File: config.mk
export PLATFORM = sky130hd
export DESIGN_NAME = dacreg_serial_latch
export DESIGN_NICKNAME = d
export VERILOG_FILES = /design/src/rtl/dacreg_pkg.sv /design/src/rtl/dacreg_sync.sv /design/src/rtl/dacreg_edges.sv /design/src/rtl/dacreg_shifter.sv /design/src/rtl/dacreg_latch.sv /design/src/rtl/dacreg_serial_latch.sv
export SDC_FILE = /design/constraint.sdc
export NUM_CORES = 1
export LEC_CHECK = 0
export ABC_AREA = 1
export BUFFER_PORTS_ARGS = -buffer_cell sky130_fd_sc_hd__buf_2
export CAP_MARGIN = 20
export CORE_MARGIN = 2
export CORE_UTILIZATION = 30
export CTS_BUF_LIST = sky130_fd_sc_hd__clkbuf_8
export DETAILED_ROUTE_END_ITERATION = 10
export PLACE_DENSITY = 0.49
export SYNTH_ARGS = -nofsm -noshare
export SYNTH_HDL_FRONTEND = slang
export SYNTH_SLANG_ARGS = --single-unit
File: constraint.sdc
create_clock -name clk -period 1.8 [get_ports clk]
set_input_delay 0.09 -clock clk [delete_from_list [all_inputs] [get_ports clk]]
set_output_delay 0.09 -clock clk [all_outputs]
set_load 0.05 [all_outputs]
File: src/rtl/dacreg_pkg.sv
package dacreg_pkg;

    localparam int DEF_WORD_W      = 16;
    localparam int DEF_SYNC_STAGES = 2;

    // Synchronized serial-side levels and the edges derived from them.
    typedef struct packed {
        logic clk_rise;     // serial clock rising edge
        logic frame_end;    // frame select rising edge
        logic strobe_fall;  // load strobe falling edge
        logic sel_n;        // synchronized frame select level
        logic strobe_n;     // synchronized load strobe level
        logic data;         // synchronized serial data level
    } ser_evt_t;

    typedef enum logic [1:0] {
        LOAD_NONE   = 2'd0,
        LOAD_FRAME  = 2'd1,
        LOAD_STROBE = 2'd2
    } load_src_t;

    // Frame end with the strobe held low loads; a strobe fall only
    // loads between frames.
    function automatic load_src_t pick_load(input ser_evt_t e);
        if (e.frame_end && !e.strobe_n)
            return LOAD_FRAME;
        else if (e.strobe_fall && e.sel_n)
            return LOAD_STROBE;
        else
            return LOAD_NONE;
    endfunction

    function automatic logic shift_enabled(input ser_evt_t e);
        return e.clk_rise && !e.sel_n;
    endfunction

endpackage

File: src/rtl/dacreg_sync.sv
module dacreg_sync #(
    parameter int WIDTH  = 4,
    parameter int STAGES = 2
) (
    input  logic             clk,
    input  logic [WIDTH-1:0] d_async,
    output logic [WIDTH-1:0] q_sync
);
    localparam int TOP = STAGES - 1;

    // Synchronizer flops carry no reset: they settle while reset is held.
    for (genvar i = 0; i < WIDTH; i++) begin : g_bit
        logic [STAGES-1:0] chain;
        if (STAGES > 1) begin : g_multi
            always_ff @(posedge clk) begin
                chain <= {chain[STAGES-2:0], d_async[i]};
            end
        end else begin : g_single
            always_ff @(posedge clk) begin
                chain <= d_async[i];
            end
        end
        assign q_sync[i] = chain[TOP];
    end
endmodule

File: src/rtl/dacreg_edges.sv
module dacreg_edges
    import dacreg_pkg::*;
(
    input  logic     clk,
    input  logic     rst,
    input  logic     sclk_s,
    input  logic     data_s,
    input  logic     sel_n_s,
    input  logic     strobe_n_s,
    output ser_evt_t evt
);
    logic sclk_d, sel_n_d, strobe_n_d;

    // During reset the history tracks the inputs so no false edge
    // appears when reset is released.
    always_ff @(posedge clk) begin
        sclk_d     <= sclk_s;
        sel_n_d    <= sel_n_s;
        strobe_n_d <= strobe_n_s;
    end

    always_comb begin
        evt.clk_rise    = !rst && sclk_s && !sclk_d;
        evt.frame_end   = !rst && sel_n_s && !sel_n_d;
        evt.strobe_fall = !rst && !strobe_n_s && strobe_n_d;
        evt.sel_n       = sel_n_s;
        evt.strobe_n    = strobe_n_s;
        evt.data        = data_s;
    end
endmodule

File: src/rtl/dacreg_shifter.sv
module dacreg_shifter
    import dacreg_pkg::*;
#(
    parameter int WORD_W = DEF_WORD_W
) (
    input  logic              clk,
    input  ser_evt_t          evt,
    output logic [WORD_W-1:0] shift_q
);
    // No reset by intent: the content survives reset and is undefined
    // at power-up.
    always_ff @(posedge clk) begin
        if (shift_enabled(evt))
            shift_q <= {shift_q[WORD_W-2:0], evt.data};
    end
endmodule

File: src/rtl/dacreg_latch.sv
module dacreg_latch
    import dacreg_pkg::*;
#(
    parameter int WORD_W = DEF_WORD_W
) (
    input  logic              clk,
    input  logic              rst,
    input  ser_evt_t          evt,
    input  logic [WORD_W-1:0] shift_q,
    output logic [WORD_W-1:0] out_word,
    output logic              latch_updated
);
    load_src_t src;

    always_comb src = pick_load(evt);

    always_ff @(posedge clk) begin
        if (rst) begin
            out_word      <= '0;
            latch_updated <= 1'b0;
        end else begin
            latch_updated <= (src != LOAD_NONE);
            if (src != LOAD_NONE)
                out_word <= shift_q;
        end
    end
endmodule

File: src/rtl/dacreg_serial_latch.sv
module dacreg_serial_latch
    import dacreg_pkg::*;
#(
    parameter int WORD_W      = DEF_WORD_W,
    parameter int SYNC_STAGES = DEF_SYNC_STAGES
) (
    input  logic              clk,
    input  logic              rst,
    input  logic              ser_clk,
    input  logic              ser_data,
    input  logic              frame_sel_n,
    input  logic              load_strobe_n,
    output logic [WORD_W-1:0] out_word,
    output logic              latch_updated
);
    localparam int N_IN = 4;

    logic [N_IN-1:0]   raw_in, sync_in;
    ser_evt_t          evt;
    logic [WORD_W-1:0] shift_q;

    assign raw_in = {load_strobe_n, frame_sel_n, ser_data, ser_clk};

    dacreg_sync #(.WIDTH(N_IN), .STAGES(SYNC_STAGES)) u_sync (
        .clk     (clk),
        .d_async (raw_in),
        .q_sync  (sync_in)
    );

    dacreg_edges u_edges (
        .clk        (clk),
        .rst        (rst),
        .sclk_s     (sync_in[0]),
        .data_s     (sync_in[1]),
        .sel_n_s    (sync_in[2]),
        .strobe_n_s (sync_in[3]),
        .evt        (evt)
    );

    dacreg_shifter #(.WORD_W(WORD_W)) u_shift (
        .clk     (clk),
        .evt     (evt),
        .shift_q (shift_q)
    );

    dacreg_latch #(.WORD_W(WORD_W)) u_latch (
        .clk           (clk),
        .rst           (rst),
        .evt           (evt),
        .shift_q       (shift_q),
        .out_word      (out_word),
        .latch_updated (latch_updated)
    );
endmodule

==> results of run 1 <==
[power breakdown]
| part | total, W | switching (W) | internal, W |
|---|---|---|---|
| Combinational | 0.000193 | 0.000142 | 0.0000508 |
| Clock | 0.000550 | 0.000291 | 0.000259 |
| Sequential | 0.00109 | 0.0000178 | 0.00107 |
[final timing paths]
path | start | end | slack, ns | depth (start not counted)
setup reg to reg | u_sync.g_bit[2].chain[1] | u_latch.out_word[3] | 0.72 | 6
setup / recovery | rst | u_shift.shift_q[4] | 0.56 | 6
hold reg to reg | u_sync.g_bit[1].chain[0] | u_sync.g_bit[1].chain[1] | 0.33 | 0
hold / removal | u_sync.g_bit[1].chain[0] | u_sync.g_bit[1].chain[1] | 0.33 | 0
[metrics by stage]
step	power (W)	std cells	hold WS [ns]	utilization	setup WS, ns
2_1_floorplan	0.00126	137	0.118	-	0.393
3_3_place_gp	0.00129	211	0.194	0.341	0.766
3_5_place_dp	0.00130	211	0.194	0.341	0.719
4_1_cts	0.00186	224	0.330	0.369	0.563
5_1_grt	0.00192	224	0.334	0.369	0.507
6_report	0.00183	224	0.329	0.369	0.557
[metal layers]
metal,global-route usage,share of wire,vias up
li1,-,-,469
met1,0.116,0.47,400
met2,0.152,0.48,21
met3,0.0331,0.044,6
met4,0.0494,0.013,0
met5,0,0,-
[cells in the final DEF, fill, tap and decap left out]
cell,n
buf_2,22
buf_4,2
clkbuf_8,5
dfxtp_1,28
dlygate4sd3_1,5
edfxtp_1,16
inv_1,20
inv_2,2
nand2_1,34
nand2_4,1
nor2_1,33
nor2_4,1
nor3_2,1
[area by class of cell]
class,count,area [sq um]
fill,486,2940
tap,54,67.6
clock buffer,5,68.8
clock inverter,3,11.3
sequential,44,1040
inverter,19,71.3
timing repair buffer,29,175
multi-input combinational,70,284
[sequential cells by signal, summed over array words and instances, names as in the netlist]
name and flops:
u_latch.out_word 16, u_shift.shift_q 16, u_sync.g_bit.chain 8, u_edges.sclk_d 1, u_edges.sel_n_d 1, u_edges.strobe_n_d 1
u_latch.latch_updated 1
[cells by family after synthesis]
group                  Yosys count  synth area share
flip-flops                      44             0.731
AND/OR/NAND/NOR                 70             0.196
buffers and inverters           23            0.0729
[worst max-delay path, cell delays in order]
cell and delay (ns):
dlygate4sd3_1 0.54, buf_2 0.14, inv_2 0.06, nand2_1 0.05
nor3_2 0.09, buf_4 0.25
[repair_timing]
action	CTS	global route
hold buffers	5	0
endpoints found under the hold margin	5	0
setup endpoints to repair	0	0
==> summary by stage, run 1 <==
Drt
The average wire per cell in the routed design is 10.0 microns. The detailed-route via count is 896. The detailed router finished its first iteration with 25 violations. The count of antenna-violating nets left after detailed routing is 0. Using the TritonRoute via totals, the vias-per-cell ratio works out to 4.00. After detailed routing, the number of remaining DRC violations is 0. The total wire length is 2.24 mm. Before antenna repair, the detailed router went through 4 iterations.

Floorplan
After floorplanning, the core was sized to cover 4660 sq um. After floorplanning, the core was divided into 25 placement rows. From left edge to right edge, the die measures 72.9 microns. The die is 72.9 microns tall. The die covers 5310 sq um. 23 I/O pins were placed. The starting density of the core is 0.306.

Global routing
The number of antenna violations at the first check in global routing is 0. The number of global-route vias before repair is 854. The remaining global-route overflow is 0. Across every metal layer, demand over resource in global routing totals 0.0959. The first global-routing pass estimated 3.75 mm of wire. The maximum number of pins on one net before global-route repair is 34.

CTS
At the later pin of the worst-skew pair, clock insertion delay measures 0.28 ns. The number of gates resized after CTS was 0. CTS built an H-tree with a depth of 2. The number of clock buffers added by TritonCTS is 5.

The clock passes through at most 2 buffers. CTS saw 44 sinks. The number of setup buffers added after CTS is 0. In this run the clock root is driven by a clkbuf_8. The clock-pin slew on the worst setup and hold paths is 0.07 ns.

TritonCTS built the clock tree.

Timing
The total count of hold-check failures in the final report is 0. The achievable clock frequency is 805 MHz. The number of pins exceeding their max-slew limit in the final report came to 0. The sum of negative setup slack is 0 ns. Setup repair after global routing left no endpoint under its margin. The final period demand of the worst path is 1.24 ns. The slew at the pin closest to its max-slew limit is 0.328 ns. The max-slew headroom at the worst pin is 0.781. The clock tree skew after final layout is 0.00499 ns.

Dividing the final minimum period by the clock period gives 0.690. Setup violations remaining at the end of the flow were counted as 0.

Synth
Counting instances in the post-synthesis netlist gives the leading cell types as nand2_1 (34), nor2_1 (33), dfxtp_1 (28). Yosys mapped a number of flops with a built-in enable equal to 16. Of the synthesized area, sequential elements account for 0.731.

Counting every net in the synthesized netlist gives 143. The mean instance size in the synthesized netlist is 10.4 sq um. The async set-reset flop share out of synthesis is 0. The yosys synthesis warning count is 0. The number of instances in the synthesized netlist is 137. The largest area contributor in the netlist is dfxtp_1. Synthesis inferred 44 register bits. The predominant post-synthesis flop cell is dfxtp_1. Counting distinct cell types in the post-synthesis netlist gives 11. By area the synthesized netlist is led by dfxtp_1 (39%), edfxtp_1 (34%), nand2_1 (9.0%). The portion of synthesized cell area occupied by the leading cell type is 0.394. The netlist area before placement is 1420 sq um.

The most frequently used cell type in the post-synthesis netlist is nand2_1.

Layout
From synthesis to final layout, the design area changed by 20.7%. The final antenna diode count is 0. After routing the design area is 1720 sq um. The final net count is 175.

Of the cells placed in the final design, the portion with a size suffix greater than 1 is 0.200.

Setup path
STA classifies the critical path startpoint as an input pin. The data arrival time of the critical path is 1.22 ns. The worst setup path category is input pin to flip-flop.

In this run the worst path has a maximum fanout of 16. The worst setup path is captured at a flip-flop. For the worst setup path, the data required time is 1.78 ns.

Power
Across the VDD grid, the largest voltage drop is 555 uV. In this run the power density over the cells is 1060 nW/um^2. In this run the static leakage power is 0.825 nW.

Placed design
The count of buffers added on input and output ports is 22. The cell area after placement is 1590 sq um. Routability-driven placement finished with a final weighted congestion of 0.676.

Summed over all nets, the half-perimeter wirelength after detailed placement is 1.41 mm.

Min path
The path class of the tightest hold or removal check is flip-flop to flip-flop.

Status
The run finished with clean final reports.

Flow run
Max-cap violations in this run came to 0.
Power figures use the tool's default switching activity.
==> inputs of run 2 (changes only) <==
==> constraint.sdc (replaced) <==
create_clock -name clk -period 1.1 [get_ports clk]
set_input_delay 0.055 -clock clk [delete_from_list [all_inputs] [get_ports clk]]
set_output_delay 0.055 -clock clk [all_outputs]
set_load 0.05 [all_outputs]
==> summary by stage, run 2 (synthesis results as in run 1) <==
Setup path
The data arrival time of the critical path is 1.24 ns. STA puts the critical path data required time at 1.30 ns. The setup path with the least slack is of type flip-flop to flip-flop. The element type at the critical path end is a flip-flop. The sort of element at the start of the critical path is a flip-flop. The largest fanout on the critical path is 16. The internal reg-to-reg setup slack is 0.06 ns.

Layout
After routing the design area is 1840 sq um. 0 antenna diodes ended up in the layout. The final net count is 178. The number of fill cells in the layout is 460.

The share of post-route cells with drive strength above 1 is 0.260. From synthesis to final layout, the design area changed by 29.2%. In the layout the commonest cells are nor2_1 (32), nand2_1 (32), dfxtp_1 (25), buf_2 (22), inv_1 (18). The largest registers in the layout are u_latch.out_word (16), u_shift.shift_q (16), u_sync.g_bit.chain (8).

Power
The share of total power dissipated in sequential elements is 0.535. Of the total power, the share spent switching nets is 0.244. The static power due to leakage is 0.857 nW. The share of power burned in the clock network is 0.359. The ratio of total power to cell area is 1810 nW/um^2. The combinational power share is 0.106. The overall power consumption is 0.00332 W. The internal power consumption is 0.00251 W. IR analysis of the VDD net gives a maximum drop of 877 uV. For this design the total switching power over the nets is 0.000811 W.

Floorplan
After floorplanning, the core was divided into 25 placement rows. The floorplan step defined a die boundary enclosing 5310 sq um. The die extent in x is 72.9 microns.

In this run the vertical extent of the chip is 72.9 microns. 23 I/O pins were placed. The total area inside the core boundary comes to 4660 sq um. The starting density of the core is 0.306.

Drt
After detailed routing, the number of vias per cell comes to 4.05. In this run, the number of DRC markers left after iteration 0 of detailed routing was 60. The total wire length is 2.48 mm. Across all layers, the routed design uses 920 vias.

The count of antenna-violating nets left after detailed routing is 0. After detailed routing, the average wire length per cell comes to 10.9 microns. The DRC violation count after routing is 0. The number of iterations in the first detailed-routing pass is 4.

Status
The flow ran to the end, and the final reports show no timing, DRC or antenna violations.

Timing
The final period demand of the worst path is 1.04 ns. On the final layout, the worst hold slack is 0.235 ns. The total count of hold-check failures in the final report is 0. Based on the critical path, the design can be clocked at up to 958 MHz.

The clock tree skew after final layout is 0.00970 ns. The number of endpoints failing setup at the final stage is 0. Setup total negative slack on the finished layout was measured at 0 ns. In this run the tightest slew margin relative to its limit is 0.819. The final critical-path setup slack is 0.0567 ns.

At the pin with the least slew margin, the transition time is 0.271 ns. The number of pins exceeding their max-slew limit in the final report came to 0. Dividing the final minimum period by the clock period gives 0.948.

Flow run
The tool flagged a number of max-cap violations equal to 0.

Global routing
Entering global routing, the biggest net connects 34 pins. The global-route wire length before repair is 3.83 mm. The number of global-route vias before repair was 870.

The number of antenna violations at the first check in global routing is 0. Across every metal layer, demand over resource in global routing totals 0.0980. After global routing the overflow that remains totals 0.

Placed design
Input and output buffers added on the ports amount to 22. The HPWL after detailed placement is 1.39 mm. The cell area after placement is 1610 sq um.

The worst-case setup slack after placement is 0.0538 ns. The weighted congestion at the end of routability-driven global placement is 0.678.

Min path
The path category of the worst min-delay check is input pin to flip-flop.

CTS
The later-pin clock latency in the skew report is 0.29 ns. The number of H-tree levels is 2. The CTS tree is done. The clock buffer count from CTS is 5. The clock sink total is 44. The clock passes through at most 2 buffers.

The clock-pin slew on the worst setup and hold paths is 0.08 ns. The CTS root buffer is clkbuf_8.
run 2: cell count changes in the layout (fill, tap and decap cells not counted), sizes merged:
cell    delta
inv        -2
buf        +1
nand2      +2
clkinv     +1
bufinv     +1
run 2: path summary, 6_finish.rpt:
check | from | to | cells past startpoint
worst max register to register | u_sync.g_bit[2].chain[1] | u_latch.out_word[6] | 6
worst min register to register | u_sync.g_bit[2].chain[0] | u_sync.g_bit[2].chain[1] | 0
worst min-delay path | rst | u_latch.out_word[15] | 5
worst max-delay path | u_sync.g_bit[2].chain[1] | u_latch.out_word[6] | 6
run 2: layout make-up:
| cell class | count | area, sq um | share of cell area |
|---|---|---|---|
| Clock buffer | 5 | 68.8 | 0.0374 |
| Clock inverter | 3 | 38.8 | 0.0211 |
| Inverter | 19 | 71.3 | 0.0388 |
| Multi-Input combinational cell | 72 | 338 | 0.184 |
| Sequential cell | 44 | 1050 | 0.569 |
| Tap cell | 54 | 67.6 | 0.0367 |
| Timing Repair Buffer | 30 | 208 | 0.113 |
run 2: repair_timing:
| item | CTS | global route |
|---|---|---|
| setup buffers | 0 | 1 |
| endpoints found under the setup margin | 0 | 16 |
| hold buffers | 5 | 0 |
| endpoints found under the hold margin | 5 | 0 |
| gates resized for setup | 0 | 5 |
run 2: worst max-delay path, stage by stage (launching register included):
cell and delay (ns):
dfxtp_4 0.37, inv_2 0.04, nor2_4 0.12, buf_12 0.14
nand2_8 0.09, nor2_1 0.13, nor2_1 0.06
run 2: power by group through the flow:
stage	Sequential, W	Clock, W	Combinational, W
floorplan	0.00195	0	0.000110
finish	0.00178	0.00119	0.000352
CTS	0.00178	0.00123	0.000324
global route	0.00179	0.00129	0.000383
detailed placement	0.00182	0	0.000310
global placement	0.00182	0	0.000307
run 2: layer usage:
metal	track usage	vias up	part of all wire
met1	0.119	414	0.52
li1	-	480	-
met2	0.145	21	0.43
met5	0	-	0
met3	0.0428	5	0.037
met4	0.0556	0	0.015
run 2: per-stage QoR:
step / instances / util
5_1_grt: 227 / 0.395
4_1_cts: 224 / 0.380
2_1_floorplan: 137 / -
6_report: 227 / 0.395
3_3_place_gp: 211 / 0.346
3_5_place_dp: 211 / 0.346
==> inputs of run 3 (changes only) <==
--- a/config.mk
+++ b/config.mk
@@ -5,7 +5,6 @@
 export SDC_FILE = /design/constraint.sdc
 export NUM_CORES = 1
 export LEC_CHECK = 0
-export ABC_AREA = 1
 export BUFFER_PORTS_ARGS = -buffer_cell sky130_fd_sc_hd__buf_2
 export CAP_MARGIN = 20
 export CORE_MARGIN = 2
==> summary by stage, run 3 <==
CTS
The root buffer cell chosen for the clock tree is clkbuf_8. The clock tree synthesis step divided the H-tree into 2 levels. The clock reaches the later pin of the worst-skew pair after 0.29 ns. Counting every sink on the clock net gives 44. The worst-case clock buffer depth is 2. The CTS tree is done. The clock buffer count from CTS is 5.

Clock-pin slew was measured on the worst setup and hold paths at 0.08 ns.

Global routing
The first global-routing pass estimated 3.66 mm of wire. The total track usage is 0.0920. The number of global-route vias before repair is 745. The number of antenna violations at the first check in global routing is 0.

The maximum number of pins on one net before global-route repair is 34. The remaining global-route overflow is 0.

Drt
The post-detailed-route via-to-cell ratio is 3.98. For this run, the detailed router's first-pass iteration total came to 4. For this block, the via count after detailed routing is 800. After detailed routing, the number of remaining DRC violations is 0. The count of nets left with antenna violations once routing finished came out at 0. Dividing the detail-routed wire length by the instance count gives 11.2 microns. The violation count after the first detailed-route iteration is 54.

Wires add up to 2.25 mm.

Layout
The library cells used most frequently in the layout, excluding fill and tap cells, are nand2b_1 (32), dfxtp_1 (26), buf_2 (22), mux2i_1 (16), edfxtp_1 (16). The final net count is 139. The final antenna diode count is 0.

The most common cell after layout, fill and taps aside is nand2b_1. The largest registers in the layout are u_latch.out_word (16), u_shift.shift_q (16), u_sync.g_bit.chain (8). Relative to the synthesized area, the layout overhead comes to 28.9%.

The share of post-route cells with drive strength above 1 is 0.291. The post-route standard cell area excluding fillers is 1910 sq um.

Synth
By area, the combinational part of the netlist is dominated by simple AND/OR/NAND/NOR gates. Synthesis inferred 44 register bits. The portion of synthesized cell area occupied by the leading cell type is 0.377. After synthesis, the share of cell area in mux cells is 0.108. Of the synthesized area, sequential elements account for 0.701. When the netlist entered floorplanning its net count stood at 107.

The simple-gate share of the synthesized area is 0.163. The predominant post-synthesis flop cell is dfxtp_1. Of the total synthesized cell area, the portion taken by XOR and XNOR cells is 0. Of all flip-flops after synthesis, the portion carrying an async set or reset was 0. The number of enable flip-flop cells after synthesis is 16. The number of instances in the synthesized netlist is 101. The commonest cells after synthesis are nand2b_1 (32), dfxtp_1 (28), edfxtp_1 (16), mux2i_1 (16), clkbuf_1 (3). The yosys synthesis warning count is 0. The count of different cell masters after synthesis is 11. The netlist area before placement is 1490 sq um.

The compound-gate portion of the synthesized area is 0. After synthesis, the cell types taking the most area are dfxtp_1 (38%), edfxtp_1 (32%), nand2b_1 (13%). dfxtp_1 takes more of the synthesized area than any other cell.

The average instance in the mapped netlist occupies 14.7 sq um. The most frequently used cell type in the post-synthesis netlist is nand2b_1. Of the total synthesized cell area, the portion taken by full adders, half adders and majority gates is 0.

Setup path
Data on the critical path is required at its endpoint by 1.10 ns. The element type at the critical path end is a flip-flop. In this design, the stage delay of the slowest critical-path cell is 0.33 ns. The data arrival time of the critical path is 1.12 ns.

The signal on the critical path passes through nor4b_4 > buf_12. Of all nets on the critical path, the largest fanout is 16. STA classifies the critical path startpoint as a flip-flop.

The worst setup path category is flip-flop to flip-flop. The highest-delay cell along the critical path is dfxtp_2.

Placed design
Detailed placement finished with a half-perimeter wire length of 1.53 mm. The number of port buffers is 22. Routability-driven placement finished with a final weighted congestion of 0.635. The cell area after placement is 1710 sq um.

Timing
For the final database, setup skew stands at 0.00369 ns. Setup slack on the critical path of the routed design comes to -0.0133 ns. The total count of hold-check failures in the final report is 0. The number of pins exceeding their max-slew limit in the final report is 0. The number of endpoints failing setup at the final stage is 19. For the pin with the worst max-slew slack, the measured transition is 0.259 ns.

Setup repair after global routing could not meet its margin everywhere. The worst pin sits at a relative slew slack of 0.827. The achievable clock frequency is 898 MHz. After layout, the minimum clock period comes to 1.11 ns.

In the finished design, the share of the clock period the worst path needs comes to 1.01.

Power
The ratio of total power to cell area is 1920 nW/um^2. Summed over all cells, the static leakage comes to 0.746 nW. The largest voltage drop on the vdd net is 590 uV. Power comes to 0.00367 W.

Floorplan
The die height is 74.4 microns. The die extent in x is 74.4 microns. The core region is 4750 sq um. The floorplan die area is 5530 sq um. For this configuration, the core starts out at a cell density of 0.312. 23 I/O pins were placed. Row generation in the floorplan step produced 25 rows.

Status
The final reports fail on negative setup slack. The flow ran to the end, but the final reports show violations.

Min path
The tightest min-delay check is of the input pin to flip-flop type.

Flow run
The max-cap check violation count is 0.
[run 3: cell types whose count changed in the layout (fill, tap and decap cells not counted), moves of 2 or more]
cell,before,now
bufinv_16,1,3
inv_1,18,0
inv_2,2,0
mux2i_1,0,16
nand2_1,32,0
nand2_2,2,0
nand2_8,2,0
nand2b_1,0,32
nor2_1,32,0
[run 3: cell type report]
type	instances	area, sq um
well taps	67	83.8
multi-input cells	52	423
clock buffers	5	68.8
fillers	461	2840
flip-flops and latches	44	1040
clock inverters	3	90.1
repair buffers	30	205
[run 3: stage by stage]
stage / utilization / hold slack, ns / setup slack [ns] / instances / setup TNS [ns]
6_report: 0.403 / 0.263 / -0.0133 / 201 / -0.181
5_1_grt: 0.403 / 0.245 / -0.0988 / 201 / -1.99
4_1_cts: 0.403 / 0.251 / -0.0378 / 201 / -0.438
3_5_place_dp: 0.361 / 0.159 / -0.0242 / 189 / -0.0960
3_3_place_gp: 0.361 / 0.157 / -0.0125 / 189 / -0.191
2_1_floorplan: - / 0.0827 / -0.276 / 101 / -4.41
[run 3: critical path: cells and delay by family, from the launching register on]
family | cells | cell delay (ns)
AND/OR/NAND/NOR | 1 | 0.30
flip-flops | 1 | 0.33
buffers and inverters | 1 | 0.19
[run 3: cell families (layout without fill, tap and decap cells)]
family / Yosys count / in the layout
DFF: 44 / 44
buffers and inverters: 5 / 38
muxes: 16 / 16
and+or+nand+nor: 36 / 36
[run 3: layer usage]
metal  vias to the layer above  track usage  wire (microns)
met5                         -            0               0
met4                         0       0.0417              22
met3                         2       0.0474              99
met2                        11        0.133            1060
met1                       389        0.115            1070
li1                        398            -               -
[run 3: what timing repair did]
action                                 CTS  global route
hold buffers                             4             0
setup endpoints to repair               33            33
buffers inserted                         0             0
resized for setup                        1             0
endpoints found under the hold margin    4             0
[run 3: final timing paths]
path | from | slack (ns) | cells past startpoint | endpoint
max reg2reg | u_edges.sclk_d | -0.01 | 2 | u_shift.shift_q[0]
min | rst | 0.26 | 3 | u_shift.shift_q[15]
min reg2reg | u_sync.g_bit[3].chain[0] | 0.33 | 0 | u_sync.g_bit[3].chain[1]
max | u_edges.sclk_d | -0.01 | 2 | u_shift.shift_q[0]
[run 3: where the power goes]
part	switching (W)	leakage, nW	internal, W	total (W)
logic	0.000153	0.291	0.0000992	0.000253
clock network	0.000519	0.0784	0.00113	0.00165
registers	0.0000272	0.377	0.00174	0.00176
total	0.000699	0.746	0.00297	0.00367
